`config.mk`:
```
export PLATFORM = sky130hd
export DESIGN_NAME = can_accept_filter
export DESIGN_NICKNAME = d
export VERILOG_FILES = /design/src/rtl/can_acc_pkg.sv /design/src/rtl/can_mask_regs.sv /design/src/rtl/can_mask_select.sv /design/src/rtl/can_masked_compare.sv /design/src/rtl/can_accept_filter.sv
export SDC_FILE = /design/constraint.sdc
export NUM_CORES = 1
export LEC_CHECK = 0
export BUFFER_PORTS_ARGS = -buffer_cell sky130_fd_sc_hd__buf_2
export CAP_MARGIN = 10
export CORE_ASPECT_RATIO = 1.25
export CORE_MARGIN = 5
export CORE_UTILIZATION = 28
export DETAILED_ROUTE_END_ITERATION = 10
export PLACE_DENSITY = 0.45
export SETUP_SLACK_MARGIN = 0.1
export SLEW_MARGIN = 30
export SYNTH_ARGS = -nofsm -noshare
export SYNTH_HDL_FRONTEND = slang
export SYNTH_SLANG_ARGS = --single-unit
```
`constraint.sdc`:
```
create_clock -name clk -period 3.6 [get_ports clk]
set_clock_uncertainty 0.1 [all_clocks]
set_input_delay 0.54 -clock clk [delete_from_list [all_inputs] [get_ports clk]]
set_output_delay 0.54 -clock clk [all_outputs]
set_load 0.005 [all_outputs]
```
`src/rtl/can_acc_pkg.sv`:
```
package can_acc_pkg;
  localparam int WORD_W  = 32;
  localparam int ID_W    = 29;
  localparam int IDE_POS = 30;
  localparam int RTR_POS = 31;

  // Fields compared per target type
  localparam logic [WORD_W-1:0] MB_FIELDS   = 32'h1FFF_FFFF;
  localparam logic [WORD_W-1:0] FIFO_FIELDS = 32'hDFFF_FFFF;

  typedef enum logic [1:0] {
    SRC_GLOBAL = 2'd0,
    SRC_LEG_A  = 2'd1,
    SRC_LEG_B  = 2'd2,
    SRC_INDIV  = 2'd3
  } mask_src_e;

  function automatic logic [WORD_W-1:0] pack_rx(input logic [ID_W-1:0] id,
                                                input logic ide,
                                                input logic rtr);
    logic [WORD_W-1:0] w;
    w = '0;
    w[ID_W-1:0] = id;
    w[IDE_POS]  = ide;
    w[RTR_POS]  = rtr;
    return w;
  endfunction

  function automatic logic masked_equal(input logic [WORD_W-1:0] a,
                                        input logic [WORD_W-1:0] b,
                                        input logic [WORD_W-1:0] m);
    return ((a ^ b) & m) == '0;
  endfunction
endpackage

```
`src/rtl/can_mask_regs.sv`:
```
module can_mask_regs
  import can_acc_pkg::*;
#(
  parameter int ADDR_W = 8,
  parameter logic [ADDR_W-1:0] OFS_GLOBAL = 8'h10,
  parameter logic [ADDR_W-1:0] OFS_LEG_A  = 8'h14,
  parameter logic [ADDR_W-1:0] OFS_LEG_B  = 8'h18
) (
  input  logic              clk,
  input  logic              rst_n,
  input  logic              freeze,
  input  logic              wr_en,
  input  logic [ADDR_W-1:0] addr,
  input  logic [WORD_W-1:0] wdata,
  output logic [WORD_W-1:0] rdata,
  output logic [WORD_W-1:0] global_mask,
  output logic [WORD_W-1:0] leg_a_mask,
  output logic [WORD_W-1:0] leg_b_mask
);
  localparam int NREG = 3;
  localparam logic [ADDR_W-1:0] OFS [NREG] = '{OFS_GLOBAL, OFS_LEG_A, OFS_LEG_B};

  logic [WORD_W-1:0] mask_q [NREG];
  logic [NREG-1:0]   hit;
  logic              wr_allowed;

  assign wr_allowed = wr_en && freeze;

  for (genvar g = 0; g < NREG; g++) begin : g_reg
    assign hit[g] = (addr == OFS[g]);
    always_ff @(posedge clk or negedge rst_n) begin
      if (!rst_n)                  mask_q[g] <= '1;
      else if (wr_allowed && hit[g]) mask_q[g] <= wdata;
    end
  end

  always_comb begin
    rdata = '0;
    for (int i = 0; i < NREG; i++)
      if (hit[i]) rdata = mask_q[i];
  end

  assign global_mask = mask_q[0];
  assign leg_a_mask  = mask_q[1];
  assign leg_b_mask  = mask_q[2];

  // outside freeze, no mask moves
  a_r10_frozen_write_only: assert property (@(posedge clk) disable iff (!rst_n)
    !freeze |=> ($stable(global_mask) && $stable(leg_a_mask) && $stable(leg_b_mask)));
endmodule

```
`src/rtl/can_mask_select.sv`:
```
module can_mask_select
  import can_acc_pkg::*;
#(
  parameter int IDX_W = 6,
  parameter int LEG_MB_A   = 14,
  parameter int LEG_MB_B   = 15,
  parameter int LEG_FIFO_A = 6,
  parameter int LEG_FIFO_B = 7
) (
  input  logic              indiv_en,
  input  logic              fifo_en,
  input  logic              is_fifo,
  input  logic [IDX_W-1:0]  idx,
  input  logic [WORD_W-1:0] global_mask,
  input  logic [WORD_W-1:0] leg_a_mask,
  input  logic [WORD_W-1:0] leg_b_mask,
  input  logic [WORD_W-1:0] indiv_mask,
  output mask_src_e         src,
  output logic              target_ok,
  output logic [WORD_W-1:0] eff_mask
);
  localparam logic [IDX_W-1:0] IA_MB   = IDX_W'(LEG_MB_A);
  localparam logic [IDX_W-1:0] IB_MB   = IDX_W'(LEG_MB_B);
  localparam logic [IDX_W-1:0] IA_FIFO = IDX_W'(LEG_FIFO_A);
  localparam logic [IDX_W-1:0] IB_FIFO = IDX_W'(LEG_FIFO_B);

  logic [IDX_W-1:0]  leg_a_idx, leg_b_idx;
  logic [WORD_W-1:0] raw_mask, field_mask;

  assign leg_a_idx = is_fifo ? IA_FIFO : IA_MB;
  assign leg_b_idx = is_fifo ? IB_FIFO : IB_MB;
  assign target_ok = !is_fifo || fifo_en;

  always_comb begin
    if (indiv_en)               src = SRC_INDIV;
    else if (idx == leg_a_idx)  src = SRC_LEG_A;
    else if (idx == leg_b_idx)  src = SRC_LEG_B;
    else                        src = SRC_GLOBAL;
  end

  always_comb begin
    unique case (src)
      SRC_INDIV: raw_mask = indiv_mask;
      SRC_LEG_A: raw_mask = leg_a_mask;
      SRC_LEG_B: raw_mask = leg_b_mask;
      default:   raw_mask = global_mask;
    endcase
  end

  assign field_mask = is_fifo ? FIFO_FIELDS : MB_FIELDS;
  assign eff_mask   = raw_mask & field_mask;
endmodule

```
`src/rtl/can_masked_compare.sv`:
```
module can_masked_compare
  import can_acc_pkg::*;
(
  input  logic              enable,
  input  logic [WORD_W-1:0] rx_word,
  input  logic [WORD_W-1:0] filt_word,
  input  logic [WORD_W-1:0] eff_mask,
  output logic              hit
);
  logic equal_w;
  assign equal_w = masked_equal(rx_word, filt_word, eff_mask);
  assign hit     = enable && equal_w;
endmodule

```
`src/rtl/can_accept_filter.sv`:
```
module can_accept_filter
  import can_acc_pkg::*;
#(
  parameter int ADDR_W = 8,
  parameter int IDX_W  = 6,
  parameter logic [ADDR_W-1:0] OFS_GLOBAL = 8'h10,
  parameter logic [ADDR_W-1:0] OFS_LEG_A  = 8'h14,
  parameter logic [ADDR_W-1:0] OFS_LEG_B  = 8'h18
) (
  input  logic              clk,
  input  logic              rst_n,
  input  logic              freeze,
  input  logic              reg_wr_en,
  input  logic [ADDR_W-1:0] reg_addr,
  input  logic [31:0]       reg_wdata,
  output logic [31:0]       reg_rdata,
  input  logic              indiv_mask_en,
  input  logic              fifo_en,
  input  logic              req_valid,
  input  logic              req_is_fifo,
  input  logic [IDX_W-1:0]  req_index,
  input  logic [28:0]       rx_id,
  input  logic              rx_ide,
  input  logic              rx_rtr,
  input  logic [31:0]       filt_word,
  input  logic [31:0]       indiv_mask,
  output logic              match
);
  logic [WORD_W-1:0] gmask, amask, bmask, eff_mask, rx_word;
  mask_src_e         src;
  logic              target_ok, cmp_en;

  can_mask_regs #(
    .ADDR_W(ADDR_W), .OFS_GLOBAL(OFS_GLOBAL),
    .OFS_LEG_A(OFS_LEG_A), .OFS_LEG_B(OFS_LEG_B)
  ) u_regs (
    .clk(clk), .rst_n(rst_n), .freeze(freeze), .wr_en(reg_wr_en),
    .addr(reg_addr), .wdata(reg_wdata), .rdata(reg_rdata),
    .global_mask(gmask), .leg_a_mask(amask), .leg_b_mask(bmask)
  );

  can_mask_select #(.IDX_W(IDX_W)) u_sel (
    .indiv_en(indiv_mask_en), .fifo_en(fifo_en), .is_fifo(req_is_fifo),
    .idx(req_index), .global_mask(gmask), .leg_a_mask(amask),
    .leg_b_mask(bmask), .indiv_mask(indiv_mask), .src(src),
    .target_ok(target_ok), .eff_mask(eff_mask)
  );

  assign rx_word = pack_rx(rx_id, rx_ide, rx_rtr);
  assign cmp_en  = req_valid && target_ok;

  can_masked_compare u_cmp (
    .enable(cmp_en), .rx_word(rx_word), .filt_word(filt_word),
    .eff_mask(eff_mask), .hit(match)
  );

  // no request, no acceptance
  a_r8_idle_no_match: assert property (@(posedge clk) disable iff (!rst_n)
    !req_valid |-> !match);

  // FIFO target while FIFO is off
  a_r7_fifo_off: assert property (@(posedge clk) disable iff (!rst_n)
    (req_valid && req_is_fifo && !fifo_en) |-> !match);

  // buffer compares never look at IDE/RTR
  a_r2_mb_id_only: assert property (@(posedge clk) disable iff (!rst_n)
    (req_valid && !req_is_fifo) |-> (eff_mask[31:29] == 3'b000));

  // individual mode follows the per-request mask
  a_r6_indiv_follows_input: assert property (@(posedge clk) disable iff (!rst_n)
    (req_valid && indiv_mask_en && !req_is_fifo) |-> (eff_mask[28:0] == indiv_mask[28:0]));

  // with every ID bit checked, acceptance means an exact ID match
  a_r1_full_mask_exact: assert property (@(posedge clk) disable iff (!rst_n)
    (match && !req_is_fifo && (eff_mask[28:0] == '1)) |-> (rx_id == filt_word[28:0]));
endmodule

```
==> results.cfg <==
[clock_network]
root_buffer = clkbuf_16
clock_latency_ns = 0.35
cts.htree.levels = 3
clockBufferDepth = 2
cts.sinks = 96
cts.clk_slew.worst_paths_ns = 0.07
cts_tree = built
cts_buffers = 9

[die]
die_w_um = 141
dieArea_mm2 = 0.0244
die_y_um = 173
rows = 59
core_mm2 = 0.0210
start_util = 0.285
ioPinCount = 182

[timing]
min_period_over_period = 0.936
finalWorstSetupSlack_ns = 0.229
tns_ns = 0
period_needed_ns = 3.37
rsz0062_at_grt = false
hold_viol_final = 0
whs_ns = 0.338
finalSetupViolations = 0
maxSlewViolCount = 0
fmax_ghz = 0.297
tightest_slew_ns = 0.739
relSlewSlack = 0.507

[pwr]
ir_worst_vdd_uv = 216
power.leakage_nw = 3.37
powerDensity_mw_per_mm2 = 333
swShare = 0.270
p_comb_frac = 0.159
p_sw_w = 0.000695
p_seq_frac = 0.451
internal-power_w = 0.00188
clock_power_share = 0.390

[layout]
n_antenna_cell = 0
seq_area_mm2 = 0.00252
final_cells = 1025
fin_nets = 895
nFillCells = 2150
area_growth_pct = 29.0
multi_input_area_mm2 = 0.00336
drive_above_1_share = 0.578

[global_route]
grt_pass1_vias = 5828
grt_pass1_wl_um = 33100
grt_util_all_layers = 0.176
antenna_found_initial = 3
overflow = 0
grt_max_degree = 36

[yosys]
synth_edf_count = 0
synth_top_cells_by_count = mux2_2, dfstp_2, nor2_1
async_flop_share = 1.00
netlist_top_cells_area = dfstp_2, mux2_2, mux2i_1
yosysMostFrequentCell = mux2_2
ys.flop_type = dfstp_2
yosysTopAreaCell = dfstp_2
yosysTopAreaCellShare = 0.421
syn-cell-area_mm2 = 0.00598
synthesis.instances = 565
ys_types = 51
syn_nets = 714
syn_avg_cell_area_um2 = 10.6
ys_seq_elements = 96
yosysSeqAreaShare = 0.421
yosysWarningCount = 0

[drt]
final_antenna_net_count = 0
vias = 5106
via_per_inst = 4.98
routed_wl_um = 21800
drc_errors = 0
drtIter0Drc = 202
routedWlPerCell_um = 21.2
dr.pass1.iters = 4

[setup_path]
crit_required_ns = 2.96
critPathKind = in2out
cpMostUsedCell = buf_2
cp-end-kind = output port
path_cells = buf_2, nand4bb_4, or2_4, a2111oi_4, a211oi_1, a221oi_1, nand4_1, nor4_4, buf_2
cp_max_fo = 10
cpPeakStageDelay_ns = 0.35
arrival_ns = 2.73
start_kind = input port
critPathSlowestCell = a221oi_1

[place]
pre_cts_ws_ns = 0.116
placed_cells_incl_taps = 1006
gp_congestion = 0.817
portBuffers = 179
place_hpwl_um = 16000

[status]
status = finished, final reports clean

[min_path]
holdCritPathClass = in2reg

[job]
maxCapViolations = 0
what timing repair did:
| item | 4_1_cts | 5_1_grt |
|---|---|---|
| hold buffers | 0 | 0 |
| resized for setup | 0 | 13 |
| setup buffers | 0 | 2 |
| setup endpoints to repair | 0 | 1 |
layout by cell type, fill, tap and decap left out, drive strengths merged, types with 2 or more instances in the layout:
master / n
xor2: 17
a31oi: 8
nand3: 4
o21ai: 15
a222oi: 3
mux2: 100
xnor2: 13
a21oi: 44
a221oi: 3
nor2b: 14
mux2i: 52
nor2: 80
nor4: 10
buf: 205
a211oi: 2
clkinv: 2
o2111ai: 2
o22ai: 2
nand2: 14
a2111oi: 7
inv: 8
clkinvlp: 2
dfstp: 96
o32ai: 2
o21a: 2
a22oi: 2
clkbuf: 11
nor3: 15
worst max-delay path: cells and delay by family:
family / cells / cell delay [ns]
compound gates: 3 / 0.81
simple gates: 4 / 1.10
buf+inv: 2 / 0.28
layout make-up:
| class | count | area share |
|---|---|---|
| Tap cell | 274 | 0.0444 |
| Clock buffer | 10 | 0.0310 |
| Inverter | 7 | 0.00340 |
| Timing Repair Buffer | 206 | 0.150 |
| Sequential cell | 96 | 0.327 |
| Multi-Input combinational cell | 426 | 0.436 |
| Clock inverter | 6 | 0.00875 |
power by group through the flow:
| stage | logic [W] | registers (W) | clock network [W] |
|---|---|---|---|
| global route | 0.000446 | 0.00116 | 0.00106 |
| CTS | 0.000402 | 0.00116 | 0.00103 |
| finish | 0.000408 | 0.00116 | 0.00100 |
| detailed placement | 0.000401 | 0.00117 | 0 |
| global placement | 0.000394 | 0.00117 | 0 |
| floorplan | 0.000190 | 0.00117 | 0 |
worst paths after layout:
| path | endpoint | cells past startpoint | slack (ns) | from |
|---|---|---|---|---|
| min in group asynchronous | u_regs.leg_b_mask[31]$_DFFE_PN1P_ | 1 | 0.35 | rst_n |
| worst max-delay path | match | 9 | 0.23 | req_index[4] |
| worst min-delay path | u_regs.global_mask[3]$_DFFE_PN1P_ | 2 | 0.34 | reg_wdata[3] |
| max in group asynchronous | u_regs.leg_a_mask[12]$_DFFE_PN1P_ | 2 | 2.52 | rst_n |
| worst min register to register | u_regs.global_mask[8]$_DFFE_PN1P_ | 2 | 0.42 | u_regs.global_mask[8]$_DFFE_PN1P_ |
| worst max register to register | u_regs.global_mask[11]$_DFFE_PN1P_ | 2 | 2.66 | u_regs.global_mask[11]$_DFFE_PN1P_ |
flip-flops by register name, indices dropped and copies added (netlist names):
name / cells
u_regs.global_mask: 32
u_regs.leg_a_mask: 32
u_regs.leg_b_mask: 32
through the flow:
stage / util / area, um2 / total power (W)
floorplan: - / 5980 / 0.00136
global placement: 0.348 / 7300 / 0.00157
detailed placement: 0.348 / 7300 / 0.00158
CTS: 0.363 / 7610 / 0.00259
global route: 0.368 / 7720 / 0.00267
finish: 0.368 / 7720 / 0.00257
cell families after synthesis:
family | count (synthesis) | share of synthesized area
flip-flops | 96 | 0.421
multiplexers | 152 | 0.275
AO/OA/AOI/OAI | 99 | 0.108
AND/OR/NAND/NOR | 145 | 0.120
buffers and inverters | 43 | 0.0316
XOR/XNOR | 30 | 0.0439
routing by layer:
metal  routed length (um)  up-vias  share of wire  GRT usage
li1                     -     2409              -          -
met3                 1020       24          0.047     0.0350
met2                11200      135           0.52      0.314
met5                   47        -         0.0022          0
met4                  376        6          0.017     0.0517
met1                 9090     2532           0.42      0.214
Power figures use the tool's default switching activity.
